`src/rtl/mdma_pkg.sv`:
```
package mdma_pkg;
    localparam int WORD_W = 32;

    typedef enum logic [2:0] {
        SEL_SRC = 3'd0,
        SEL_DST = 3'd1,
        SEL_LEN = 3'd2,
        SEL_RST = 3'd3,
        SEL_DIS = 3'd4
    } reg_sel_e;

    typedef enum logic [1:0] {
        CH_IDLE = 2'd0,
        CH_BUSY = 2'd1,
        CH_DONE = 2'd2
    } ch_state_e;

    function automatic logic [WORD_W-1:0] word_align(input logic [WORD_W-1:0] v);
        return {v[WORD_W-1:2], 2'b00};
    endfunction
endpackage

```
`src/rtl/mdma_decode.sv`:
```
module mdma_decode
    import mdma_pkg::*;
#(
    parameter int NCH = 4
) (
    input  logic [7:0] addr,
    input  logic       we,
    output logic       ok,
    output logic [2:0] ch_idx,
    output reg_sel_e   sel
);
    logic [2:0] reg_idx;

    always_comb begin
        reg_idx = addr[4:2];
        ch_idx  = addr[7:5];
        ok      = (addr[1:0] == 2'b00)
               && ({29'd0, ch_idx} < NCH)
               && (reg_idx <= 3'd4)
               && !(!we && reg_idx == 3'd3);
        sel     = ok ? reg_sel_e'(reg_idx) : SEL_SRC;
    end
endmodule

```
`src/rtl/mdma_chan.sv`:
```
module mdma_chan
    import mdma_pkg::*;
(
    input  logic              clk,
    input  logic              rst_n,
    input  logic              wr_en,
    input  reg_sel_e          sel,
    input  logic [WORD_W-1:0] wdata,
    input  logic              done,
    output logic [WORD_W-1:0] src,
    output logic [WORD_W-1:0] dst,
    output logic [WORD_W-1:0] len,
    output logic [WORD_W-1:0] dis,
    output logic              start,
    output logic              abort,
    output logic              irq
);
    ch_state_e state, nxt;
    logic rst_wr, idle_wr, len_wr, finish;

    always_comb begin
        rst_wr  = wr_en && (sel == SEL_RST);
        idle_wr = wr_en && (state == CH_IDLE);
        len_wr  = idle_wr && (sel == SEL_LEN);
        finish  = (state == CH_BUSY) && done;
    end

    // next-state logic
    always_comb begin
        nxt = state;
        unique case (state)
            CH_IDLE: if (len_wr) nxt = CH_BUSY;
            CH_BUSY: if (done)   nxt = CH_DONE;
            CH_DONE: nxt = CH_DONE;
            default: nxt = CH_IDLE;
        endcase
        if (rst_wr) nxt = CH_IDLE;
    end

    // state register
    always_ff @(posedge clk or negedge rst_n) begin
        if (!rst_n) state <= CH_IDLE;
        else        state <= nxt;
    end

    // register storage and output pulses
    always_ff @(posedge clk or negedge rst_n) begin
        if (!rst_n) begin
            src   <= '0;
            dst   <= '0;
            len   <= '0;
            dis   <= '0;
            start <= 1'b0;
            abort <= 1'b0;
        end else begin
            start <= len_wr && !rst_wr;
            abort <= rst_wr;
            if (idle_wr && sel == SEL_SRC) src <= word_align(wdata);
            if (idle_wr && sel == SEL_DST) dst <= word_align(wdata);
            if (wr_en && sel == SEL_DIS)   dis <= wdata;
            if (rst_wr || finish)          len <= '0;
            else if (len_wr)               len <= word_align(wdata);
        end
    end

    assign irq = (state == CH_DONE) && (dis == '0);
endmodule

```
`src/rtl/mdma_regs.sv`:
```
module mdma_regs
    import mdma_pkg::*;
#(
    parameter int NCH = 4
) (
    input  logic              clk,
    input  logic              rst_n,
    input  logic              req_valid,
    input  logic              req_we,
    input  logic [7:0]        req_addr,
    input  logic [31:0]       req_wdata,
    output logic              rsp_valid,
    output logic [31:0]       rsp_rdata,
    output logic              rsp_err,
    input  logic [NCH-1:0]    ch_done,
    output logic [NCH-1:0]    ch_start,
    output logic [NCH-1:0]    ch_abort,
    output logic [32*NCH-1:0] ch_src,
    output logic [32*NCH-1:0] ch_dst,
    output logic [32*NCH-1:0] ch_len,
    output logic [NCH-1:0]    irq
);
    logic        dec_ok;
    logic [2:0]  dec_ch;
    reg_sel_e    dec_sel;
    logic [WORD_W-1:0] src_a [NCH];
    logic [WORD_W-1:0] dst_a [NCH];
    logic [WORD_W-1:0] len_a [NCH];
    logic [WORD_W-1:0] dis_a [NCH];
    logic [WORD_W-1:0] rd_mux;

    mdma_decode #(.NCH(NCH)) u_dec (
        .addr(req_addr), .we(req_we), .ok(dec_ok), .ch_idx(dec_ch), .sel(dec_sel)
    );

    for (genvar k = 0; k < NCH; k++) begin : g_ch
        logic hit_wr;
        assign hit_wr = req_valid && req_we && dec_ok && (dec_ch == 3'(k));
        mdma_chan u_chan (
            .clk(clk), .rst_n(rst_n), .wr_en(hit_wr), .sel(dec_sel),
            .wdata(req_wdata), .done(ch_done[k]),
            .src(src_a[k]), .dst(dst_a[k]), .len(len_a[k]), .dis(dis_a[k]),
            .start(ch_start[k]), .abort(ch_abort[k]), .irq(irq[k])
        );
        assign ch_src[32*k +: 32] = src_a[k];
        assign ch_dst[32*k +: 32] = dst_a[k];
        assign ch_len[32*k +: 32] = len_a[k];
    end

    always_comb begin
        rd_mux = '0;
        for (int k = 0; k < NCH; k++) begin
            if (dec_ch == 3'(k)) begin
                unique case (dec_sel)
                    SEL_SRC: rd_mux = src_a[k];
                    SEL_DST: rd_mux = dst_a[k];
                    SEL_LEN: rd_mux = len_a[k];
                    SEL_DIS: rd_mux = dis_a[k];
                    default: rd_mux = '0;
                endcase
            end
        end
    end

    always_ff @(posedge clk or negedge rst_n) begin
        if (!rst_n) begin
            rsp_valid <= 1'b0;
            rsp_err   <= 1'b0;
            rsp_rdata <= '0;
        end else begin
            rsp_valid <= req_valid;
            rsp_err   <= req_valid && !dec_ok;
            rsp_rdata <= (req_valid && !req_we && dec_ok) ? rd_mux : '0;
        end
    end
endmodule

```
`config.mk`:
```
export PLATFORM = sky130hd
export DESIGN_NAME = mdma_regs
export DESIGN_NICKNAME = d
export VERILOG_FILES = /design/src/rtl/mdma_pkg.sv /design/src/rtl/mdma_decode.sv /design/src/rtl/mdma_chan.sv /design/src/rtl/mdma_regs.sv
export SDC_FILE = /design/constraint.sdc
export NUM_CORES = 1
export LEC_CHECK = 0
export ABC_CLOCK_PERIOD_IN_PS = 1400
export BUFFER_PORTS_ARGS = -buffer_cell sky130_fd_sc_hd__buf_2
export CAP_MARGIN = 25
export CORE_AREA = 10 10 255 208
export DETAILED_ROUTE_END_ITERATION = 6
export DIE_AREA = 0 0 265 218
export GPL_ROUTABILITY_DRIVEN = 0
export GPL_TIMING_DRIVEN = 0
export PLACE_DENSITY = 0.76
export SETUP_SLACK_MARGIN = 0.5
export SYNTH_ARGS = -nofsm -noshare
export SYNTH_HDL_FRONTEND = slang
export SYNTH_SLANG_ARGS = --single-unit
```
`constraint.sdc`:
```
create_clock -name clk -period 1.4 [get_ports clk]
set_input_delay 0.07 -clock clk [delete_from_list [all_inputs] [get_ports clk]]
set_output_delay 0.07 -clock clk [all_outputs]
set_load 0.01 [all_outputs]
```
* After elaboration in Yosys (flattened, before gate mapping) *
Index checks and enable logic that the tools add are counted.
Widths: inputs -> output; s select.

storage, ports and cells
  output and inout port bits = 430
  flip-flop bits (word level) = 546
  bits of input ports = 48
  logic and storage cells = 170

operators by class
  reductions and logical operators = 79
  $lt $le $gt $ge = 2
  mux-type cells = 34
  eq/ne operators = 24

operators with widths
  operator            count
  $pmux 32 s4         4
  $mux 32             13
  $logic_not 32->1    4
  $logic_and 1x1->1   49
  $mux 2              12
  $pmux 2 s3          4
  $eq 3x2->1 const B  5
  $ne 3x1->1 const B  4
  $ne 3x2->1 const B  4
  $logic_not 2->1     5
  $eq 2x1->1 const B  4
  $eq 2x2->1 const B  4
  $reduce_and 2->1    4
  $reduce_bool 2->1   4
  $logic_not 1->1     7
  $eq 3x1->1 const B  2
  $logic_not 3->1     2
  $logic_or 1x1->1    4
  $eq 3x3->1 const B  1
  $le 3x3->1 const B  1
  $lt 3x3->1 const B  1
  $mux 3              1

* Logic depth before layout (Yosys ltp) *
Gate-level depths: netlist of run 1.

  depth in word-level cells = 12
  gate-level depth with buffers = 10
  gate-level depth less buffers = 6

* Hierarchy *
A second synthesis of run 1 with hierarchy kept.

second synthesis, totals
  cell total of the unflattened synthesis = 1961
  area, all modules = 25309.3 um2

modules (own cells, without submodules)
  module       area an instance (um2)  cells an instance  sequential area each (um2)  times used
  mdma_chan    4849.7                  308                3153.0                      4
  mdma_regs    5819.3                  717                850.8                       1
  mdma_decode  91.3                    12                 0.0                         1

* Worst setup path before layout of run 1 *
No wires, ideal clock.

  path kind = input to register
  from = input port req_addr[3]
  to = register rsp_rdata[20]
  data arrival time = 2115 ps
  library setup time = 73 ps
  stages = 8
  setup slack = -788 ps
  required time = 1327 ps
  buffers on the path = 3
  cell sequence = clkbuf_1 -> maj3_1 -> or4b_4 -> or3_4 -> buf_6 -> buf_6 -> o32a_1 -> a21oi_2

between the ends
  longest elaborated chain between the ends = 12
  elaborated cells between the ends (all ways) = 21
  those cells by class = order compare: 1; eq/ne: 4; mux: 10; reduce/logical: 6

RTL lines
  what                                                 line             source
  start: declaration                                   mdma_regs.sv:10  input logic [7:0] req_addr,
  branches (longest 11 deep; another with $le 3x3->1)  n/a
  $mux 32 *                                            mdma_regs.sv:73  rsp_rdata <= (req_valid && !req_we && dec_ok) ? rd_mux : '0;
  end signal: assignment                               mdma_regs.sv:73
  end: declaration                                     mdma_regs.sv:13  output logic [31:0] rsp_rdata,

Every way passes the cells marked *.
A chain may end at the register's enable or synchronous reset.

* Worst setup path after layout of run 1 *
  from = register g_ch[0].u_chan.state[0]
  to = output port irq[0]

between the ends
  longest elaborated chain between the ends = 2

RTL lines
  what                      line             source
  start: declaration        mdma_chan.sv:18  ch_state_e state, nxt;
  start signal: assignment  mdma_chan.sv:43  else state <= nxt;
  $eq 2x2->1                mdma_chan.sv:66  assign irq = (state == CH_DONE) && (dis == '0);
  $logic_and 1x1->1         mdma_chan.sv:66
  end: declaration          mdma_regs.sv:21  output logic [NCH-1:0] irq

No other way between the ends.

==> impl_metrics.env, run 1 <==
export IMPL_ys_types=45
export IMPL_reg2reg_depth=9
export IMPL_initial_core_util=0.495
export IMPL_antenna_found_initial=6
export IMPL_worst_skew_pair_late_latency_ns=0.61
export IMPL_cp_max_fo=2
export IMPL_finalCritPeriodShare=1.73
export IMPL_cts_tree="done"
export IMPL_ant_nets=0
export IMPL_hold_viol=114
export IMPL_vias=21800
export IMPL_cp_arrival_ns=2.35
export IMPL_core_um2=47900
export IMPL_htree_levels=2
export IMPL_ir_worst_vdd_uv=927
export IMPL_place_area_um2=28400
export IMPL_pre_cts_slack_ns=-1.70
export IMPL_synthSimpleGateAreaFrac=0.0290
export IMPL_async_flop_share=1.00
export IMPL_synth_xor_area_frac=0
export IMPL_skew_ns=0.0139
export IMPL_cts_root_buf="clkbuf_16"
export IMPL_synth_compound_area_frac=0.171
export IMPL_fp_dieW_um=265
export IMPL_hp_class="in -> async"
export IMPL_wire_per_inst_um=36.0
export IMPL_cts_clk_slew_worst_paths_ns=0.06
export IMPL_rsz0062_at_grt="true"
export IMPL_worst_pin_slew_ns=0.974
export IMPL_max_slew_margin=0.351
export IMPL_crit_path_start_kind="flop"
export IMPL_ctsLongestPathBuffers=3
export IMPL_ys_flop_type="dfrtp_1"
export IMPL_synthCells=1793
export IMPL_endpoint_kind="primary output"
export IMPL_crit_required_ns=1.33
export IMPL_boundaryPins=478
export IMPL_max_cap_viol_count=0
export IMPL_grt_pass1_wl_um=152000
export IMPL_cts_sinks=538
export IMPL_first_pass_iters=7
export IMPL_yosysSeqAreaShare=0.568
export IMPL_clock_fmax_mhz=414
export IMPL_maxSlewViolCount=0
export IMPL_syn_to_final_growth_pct=44.2
export IMPL_drc=5
export IMPL_layout_drive_gt1_share=0.538
export IMPL_viasPerCell=6.88
export IMPL_holdWs_ns=-0.454
export IMPL_die_area_um2=57800
export IMPL_period_needed_ns=2.42
export IMPL_drt_total_wl_um=114000
export IMPL_synth_seq_cells=538
export IMPL_synth_edf_count=0
export IMPL_synthMuxAreaShare=0.179
export IMPL_violations="DRC, hold timing, setup timing"
export IMPL_io_buffers=450
export IMPL_ys_warn_count=0
export IMPL_grt_pass1_vias=21400
export IMPL_synth_adder_area_share=0.00887
export IMPL_groute_usage_overall=0.358
export IMPL_grt_max_degree=126
export IMPL_cts_buffers=53
export IMPL_drt_iter0_drc=3256
export IMPL_final_area_um2=34200
export IMPL_grt_overflow_total=0
export IMPL_nets=2550
export IMPL_dpl_hpwl_um=71900
export IMPL_synth_top_family_by_area="multiplexers"
export IMPL_worstSetupPathType="reg -> out"
export IMPL_setup_ws_ns=-1.02
export IMPL_die_h_um=218
export IMPL_num_rows=72
export IMPL_p_per_area_nw_per_um2=1120
export IMPL_p_leak_nw=17.2
export IMPL_fillerInstances=3114
export IMPL_avgSynthCellArea_um2=13.2
export IMPL_status="finished with violations"
export IMPL_syn_cell_area_um2=23700
export IMPL_finalSetupViolations=403
-- routing by layer --
| metal | GRT usage | vias up | share of wire |
|---|---|---|---|
| met1 | 0.450 | 11000 | 0.36 |
| met2 | 0.549 | 2008 | 0.45 |
| met3 | 0.122 | 457 | 0.13 |
| li1 | - | 8238 | - |
| met4 | 0.169 | 6 | 0.056 |
| met5 | 0 | - | 0.00032 |
-- metrics by stage --
stage | hold slack (ns) | utilization | total power [W] | std cells | TNS, ns
after floorplan | -0.226 | - | 0.0184 | 1816 | -213.77
after global placement | 0.253 | 0.591 | 0.0200 | 2895 | -6017.93
after detailed placement | 0.212 | 0.593 | 0.0202 | 2899 | -515.59
after CTS | -0.426 | 0.685 | 0.0370 | 3110 | -152.84
after global routing | -0.382 | 0.713 | 0.0391 | 3160 | -184.83
final | -0.454 | 0.713 | 0.0384 | 3161 | -171.77
-- cell usage in the layout (no fill, tap or decap), types with 14 or more instances in the layout --
cell and instances:
a21oi_2 27, a221o_1 31, a221oi_1 111, a22o_1 120, a22oi_1 89, buf_12 53, buf_16 22, buf_2 448
buf_4 82, buf_6 45, buf_8 15, clkbuf_1 42, clkbuf_16 77, clkbuf_2 38, clkbuf_8 28, conb_1 24
dfrtp_1 534, dlygate4sd3_1 38, mux2_2 128, mux2_4 240, nor2_1 20, nor2_4 16, nor4_2 14, o21ai_0 61
o32a_1 29
-- cell families after synthesis --
kind of cell               after synthesis
muxes                                  377
adders and majority gates               17
AOI/OAI and AO/OA                      507
other                                    1
DFF                                    538
buffers and inverters                  224
and+or+nand+nor                        129
-- synthesized netlist by cell type (all sizes together) (5+ instances only) --
master | instances | area share
inv | 13 | 0.0021
mux2 | 368 | 0.17
nor2 | 36 | 0.0057
a22oi | 89 | 0.028
clkbuf | 109 | 0.017
a221o | 31 | 0.013
nand4 | 8 | 0.0021
nand2 | 19 | 0.0030
nor2b | 7 | 0.0018
a211oi | 5 | 0.0022
a21oi | 38 | 0.0096
ha | 16 | 0.0084
mux2i | 9 | 0.0038
buf | 102 | 0.025
nor4 | 25 | 0.0066
dfrtp | 538 | 0.57
o32a | 29 | 0.012
o21ai | 68 | 0.014
a22o | 121 | 0.045
nor3 | 8 | 0.0017
or3 | 10 | 0.0031
a221oi | 118 | 0.044
-- cell type report --
cell class              instances  area, um2  share of cell area
flip-flops and latches        538      13500               0.394
multi-input cells            1054      11100               0.326
repair buffers                615       4640               0.136
plain buffers                 211       2180              0.0638
clock buffers                  76       1600              0.0467
well taps                     629        787              0.0230
clock inverters                21        318             0.00930
inverters                      13       53.8             0.00157
diodes                          4       10.0            0.000293
-- flip-flops by register name, indices dropped and copies added (netlist names) --
register / flops
g_ch.u_chan.src: 120
rsp_valid: 1
g_ch.u_chan.start: 4
g_ch.u_chan.len: 120
rsp_err: 1
g_ch.u_chan.abort: 4
g_ch.u_chan.dst: 120
g_ch.u_chan.state: 8
rsp_rdata: 32
g_ch.u_chan.dis: 128
-- power by group --
part	total, W	internal [W]	switching (W)
sequential	0.0162	0.0158	0.000331
combinational	0.00633	0.00277	0.00356
clock	0.0159	0.00938	0.00653
-- path summary, 6_finish.rpt --
path                            slack, ns                endpoint                     from
worst max-delay path                -1.02                  irq[0]  g_ch[0].u_chan.state[0]
worst min-delay path                -0.45           rsp_rdata[24]                    rst_n
worst max register to register      -0.55  g_ch[3].u_chan.src[12]  g_ch[3].u_chan.state[0]
worst min register to register       0.53   g_ch[3].u_chan.len[9]    g_ch[3].u_chan.len[9]
max in group asynchronous            0.24   g_ch[0].u_chan.src[7]                    rst_n
min in group clk                    -0.06            rsp_rdata[0]              req_addr[0]
-- critical path, cell delays in order (launching register included) --
cell,delay (ns)
dfrtp_1,0.40
inv_2,0.10
ha_4,0.15
nor4b_4,0.34
nand4_1,0.30
nor3_2,0.19
buf_4,0.15
buf_6,0.10
-- what timing repair did --
| item | 4_1_cts | 5_1_grt |
|---|---|---|
| hold buffers | 39 | 1 |
| endpoints found under the hold margin | 310 | 114 |
| gates cloned | 15 | 19 |
| gates resized for setup | 278 | 215 |
| setup endpoints to repair | 1020 | 1073 |
| pin swaps | 44 | 64 |
| buffers inserted | 60 | 27 |
Power figures use the tool's default switching activity.
==> run 2, diff against run 1 <==
--- a/config.mk
+++ b/config.mk
@@ -8,12 +8,15 @@
 export ABC_CLOCK_PERIOD_IN_PS = 1400
 export BUFFER_PORTS_ARGS = -buffer_cell sky130_fd_sc_hd__buf_2
 export CAP_MARGIN = 25
-export CORE_AREA = 10 10 255 208
+export CELL_PAD_IN_SITES_DETAIL_PLACEMENT = 0
+export CELL_PAD_IN_SITES_GLOBAL_PLACEMENT = 1
+export CORE_AREA = 10 10 284 231
 export DETAILED_ROUTE_END_ITERATION = 6
-export DIE_AREA = 0 0 265 218
+export DIE_AREA = 0 0 294 241
 export GPL_ROUTABILITY_DRIVEN = 0
 export GPL_TIMING_DRIVEN = 0
-export PLACE_DENSITY = 0.76
+export PLACE_DENSITY_LB_ADDON = 0.1
+export REMOVE_ABC_BUFFERS = 1
 export SETUP_SLACK_MARGIN = 0.5
 export SYNTH_ARGS = -nofsm -noshare
 export SYNTH_HDL_FRONTEND = slang
==> run 2 against run 1 <==
  * The run ends with hold timing, setup timing left
  * Routed wire length down 5.3%
  * Total power down 5.3%
  * Non-clock buffer count down 170
  * Critical path type unchanged
==> impl_metrics.env, run 2 (synthesized netlist as in run 1, its figures left out) <==
export IMPL_ir_worst_vdd_uv=1100
export IMPL_cts_buffers=57
export IMPL_largest_register_ffs=128
export IMPL_viasPerCell=6.20
export IMPL_skew_ns=0.0176
export IMPL_dpl_hpwl_um=67100
export IMPL_period_needed_ns=2.33
export IMPL_die_h_um=241
export IMPL_grt_pass1_wl_um=148000
export IMPL_worst_pin_slew_ns=0.899
export IMPL_final_area_um2=32100
export IMPL_layout_commonest_cell="dfrtp_1"
export IMPL_holdWs_ns=-0.591
export IMPL_crit_path_start_kind="flop"
export IMPL_path_delay_family="simple AND/OR/NAND/NOR gates"
export IMPL_violations="hold timing, setup timing"
export IMPL_fillerInstances=5026
export IMPL_grt_pass1_vias=19700
export IMPL_max_stage_delay_ns=0.39
export IMPL_status="finished with violations"
export IMPL_place_area_um2=27300
export IMPL_grt_overflow_total=0
export IMPL_boundaryPins=478
export IMPL_worst_skew_pair_late_latency_ns=0.62
export IMPL_p_leak_nw=16.2
export IMPL_groute_usage_overall=0.284
export IMPL_htree_levels=2
export IMPL_cp_arrival_ns=2.26
export IMPL_clock_fmax_mhz=429
export IMPL_cts_root_buf="clkbuf_16"
export IMPL_cts_tree="done"
export IMPL_drt_iter0_drc=1759
export IMPL_cts_clk_slew_worst_paths_ns=0.06
export IMPL_finalSetupViolations=400
export IMPL_drt_total_wl_um=108000
export IMPL_wire_per_inst_um=34.2
export IMPL_max_flop_register="g_ch.u_chan.dis"
export IMPL_finalCritPeriodShare=1.66
export IMPL_first_pass_iters=5
export IMPL_drc=0
export IMPL_ant_nets=0
export IMPL_hp_class="in -> async"
export IMPL_fin_setup_tns_ns=-165.68
export IMPL_sequential_cell_area_um2=13500
export IMPL_cts_sinks=538
export IMPL_core_um2=59600
export IMPL_vias=19500
export IMPL_hold_viol=204
export IMPL_antenna_found_initial=4
export IMPL_num_rows=80
export IMPL_p_per_area_nw_per_um2=1130
export IMPL_ctsLongestPathBuffers=3
export IMPL_critPathBufInv=2
export IMPL_die_area_um2=70900
export IMPL_nets=2391
export IMPL_initial_core_util=0.398
export IMPL_worstSetupPathType="reg -> out"
export IMPL_fp_dieW_um=294
export IMPL_max_cap_viol_count=0
export IMPL_crit_required_ns=1.33
export IMPL_max_slew_margin=0.399
export IMPL_setup_ws_ns=-0.929
export IMPL_cp_slowest_cell="dfrtp_1"
export IMPL_io_buffers=453
export IMPL_layout_common_cells="dfrtp_1, buf_2, mux2_2, a22o_1, a221oi_1"
export IMPL_layout_drive_gt1_share=0.501
export IMPL_maxSlewViolCount=0
export IMPL_multi_input_area_um2=10300
export IMPL_grt_max_degree=120
export IMPL_cp_max_fo=2
export IMPL_endpoint_kind="primary output"
export IMPL_syn_to_final_growth_pct=35.3
export IMPL_crit_chain="inv_2, ha_4, nor4b_4, nand4_1, nor3_2, buf_6"
export IMPL_rsz0062_at_grt="true"
-- run 2: changes by cell type in the layout (fill, tap and decap cells not counted), sizes merged, moves of 4 or more --
| cell | previous run | this run |
|---|---|---|
| bufinv | 8 | 1 |
| clkbuf | 197 | 105 |
| buf | 665 | 603 |
| clkinv | 10 | 3 |
| bufbuf | 0 | 4 |
-- run 2: layer usage --
| layer | share of wire | GRT usage | vias up |
|---|---|---|---|
| li1 | - | - | 7966 |
| met2 | 0.46 | 0.447 | 964 |
| met3 | 0.095 | 0.0760 | 204 |
| met4 | 0.031 | 0.0857 | 2 |
| met5 | 0.00011 | 0 | - |
| met1 | 0.41 | 0.378 | 10400 |
-- run 2: stage by stage --
step | setup slack, ns | power, W | util | std cells | hold WS [ns]
global route | -0.944 | 0.0376 | 0.538 | 3150 | -0.566
floorplan | -3.64 | 0.0179 | - | 1605 | -0.226
global placement | -11.08 | 0.0197 | 0.437 | 2837 | 0.225
detailed placement | -1.95 | 0.0202 | 0.459 | 2886 | 0.0578
finish | -0.929 | 0.0364 | 0.539 | 3153 | -0.591
CTS | -0.935 | 0.0363 | 0.522 | 3106 | -0.598
-- run 2: power by group --
group          switching (W)  internal, W  total, W
Combinational        0.00312      0.00192   0.00504
Sequential          0.000279       0.0158    0.0161
Clock                0.00643      0.00877    0.0152
Total                0.00983       0.0265    0.0364
-- run 2: what timing repair did --
item                        CTS  global route
buffers inserted             68            28
hold endpoints to repair    688           133
resized for setup           139           114
pin swaps                    88            43
setup endpoints to repair  1134          1162
hold buffers                 38             3
gates cloned                 12            12
-- run 2: worst register-to-register path: cells and delay by family (launching register included) --
family                   cells  cell delay, ns
adder cells (fa/ha/maj)      1            0.17
AND/OR/NAND/NOR              1            0.08
flip-flops                   1            0.37
buffers and inverters        4            0.64
AO/OA/AOI/OAI                3            0.75
-- run 2: area by class of cell --
class | count | area share
Clock inverter | 6 | 0.00191
Tap cell | 779 | 0.0304
Multi-Input combinational cell | 1061 | 0.322
Inverter | 13 | 0.00152
Antenna cell | 4 | 0.000312
Sequential cell | 538 | 0.420
Timing Repair Buffer | 656 | 0.168
Clock buffer | 96 | 0.0557
-- run 2: worst paths after layout --
kind	start	to	slack, ns	cells past startpoint
max in group asynchronous	rst_n	g_ch[2].u_chan.len[4]	0.17	4
worst max register to register	g_ch[2].u_chan.state[0]	g_ch[2].u_chan.len[20]	-0.65	9
worst min-delay path	rst_n	g_ch[2].u_chan.dst[6]	-0.59	1
worst min register to register	g_ch[1].u_chan.len[3]	g_ch[1].u_chan.len[3]	0.52	1
min in group clk	req_addr[4]	rsp_rdata[1]	-0.22	3
worst max-delay path	g_ch[3].u_chan.state[0]	irq[3]	-0.93	6
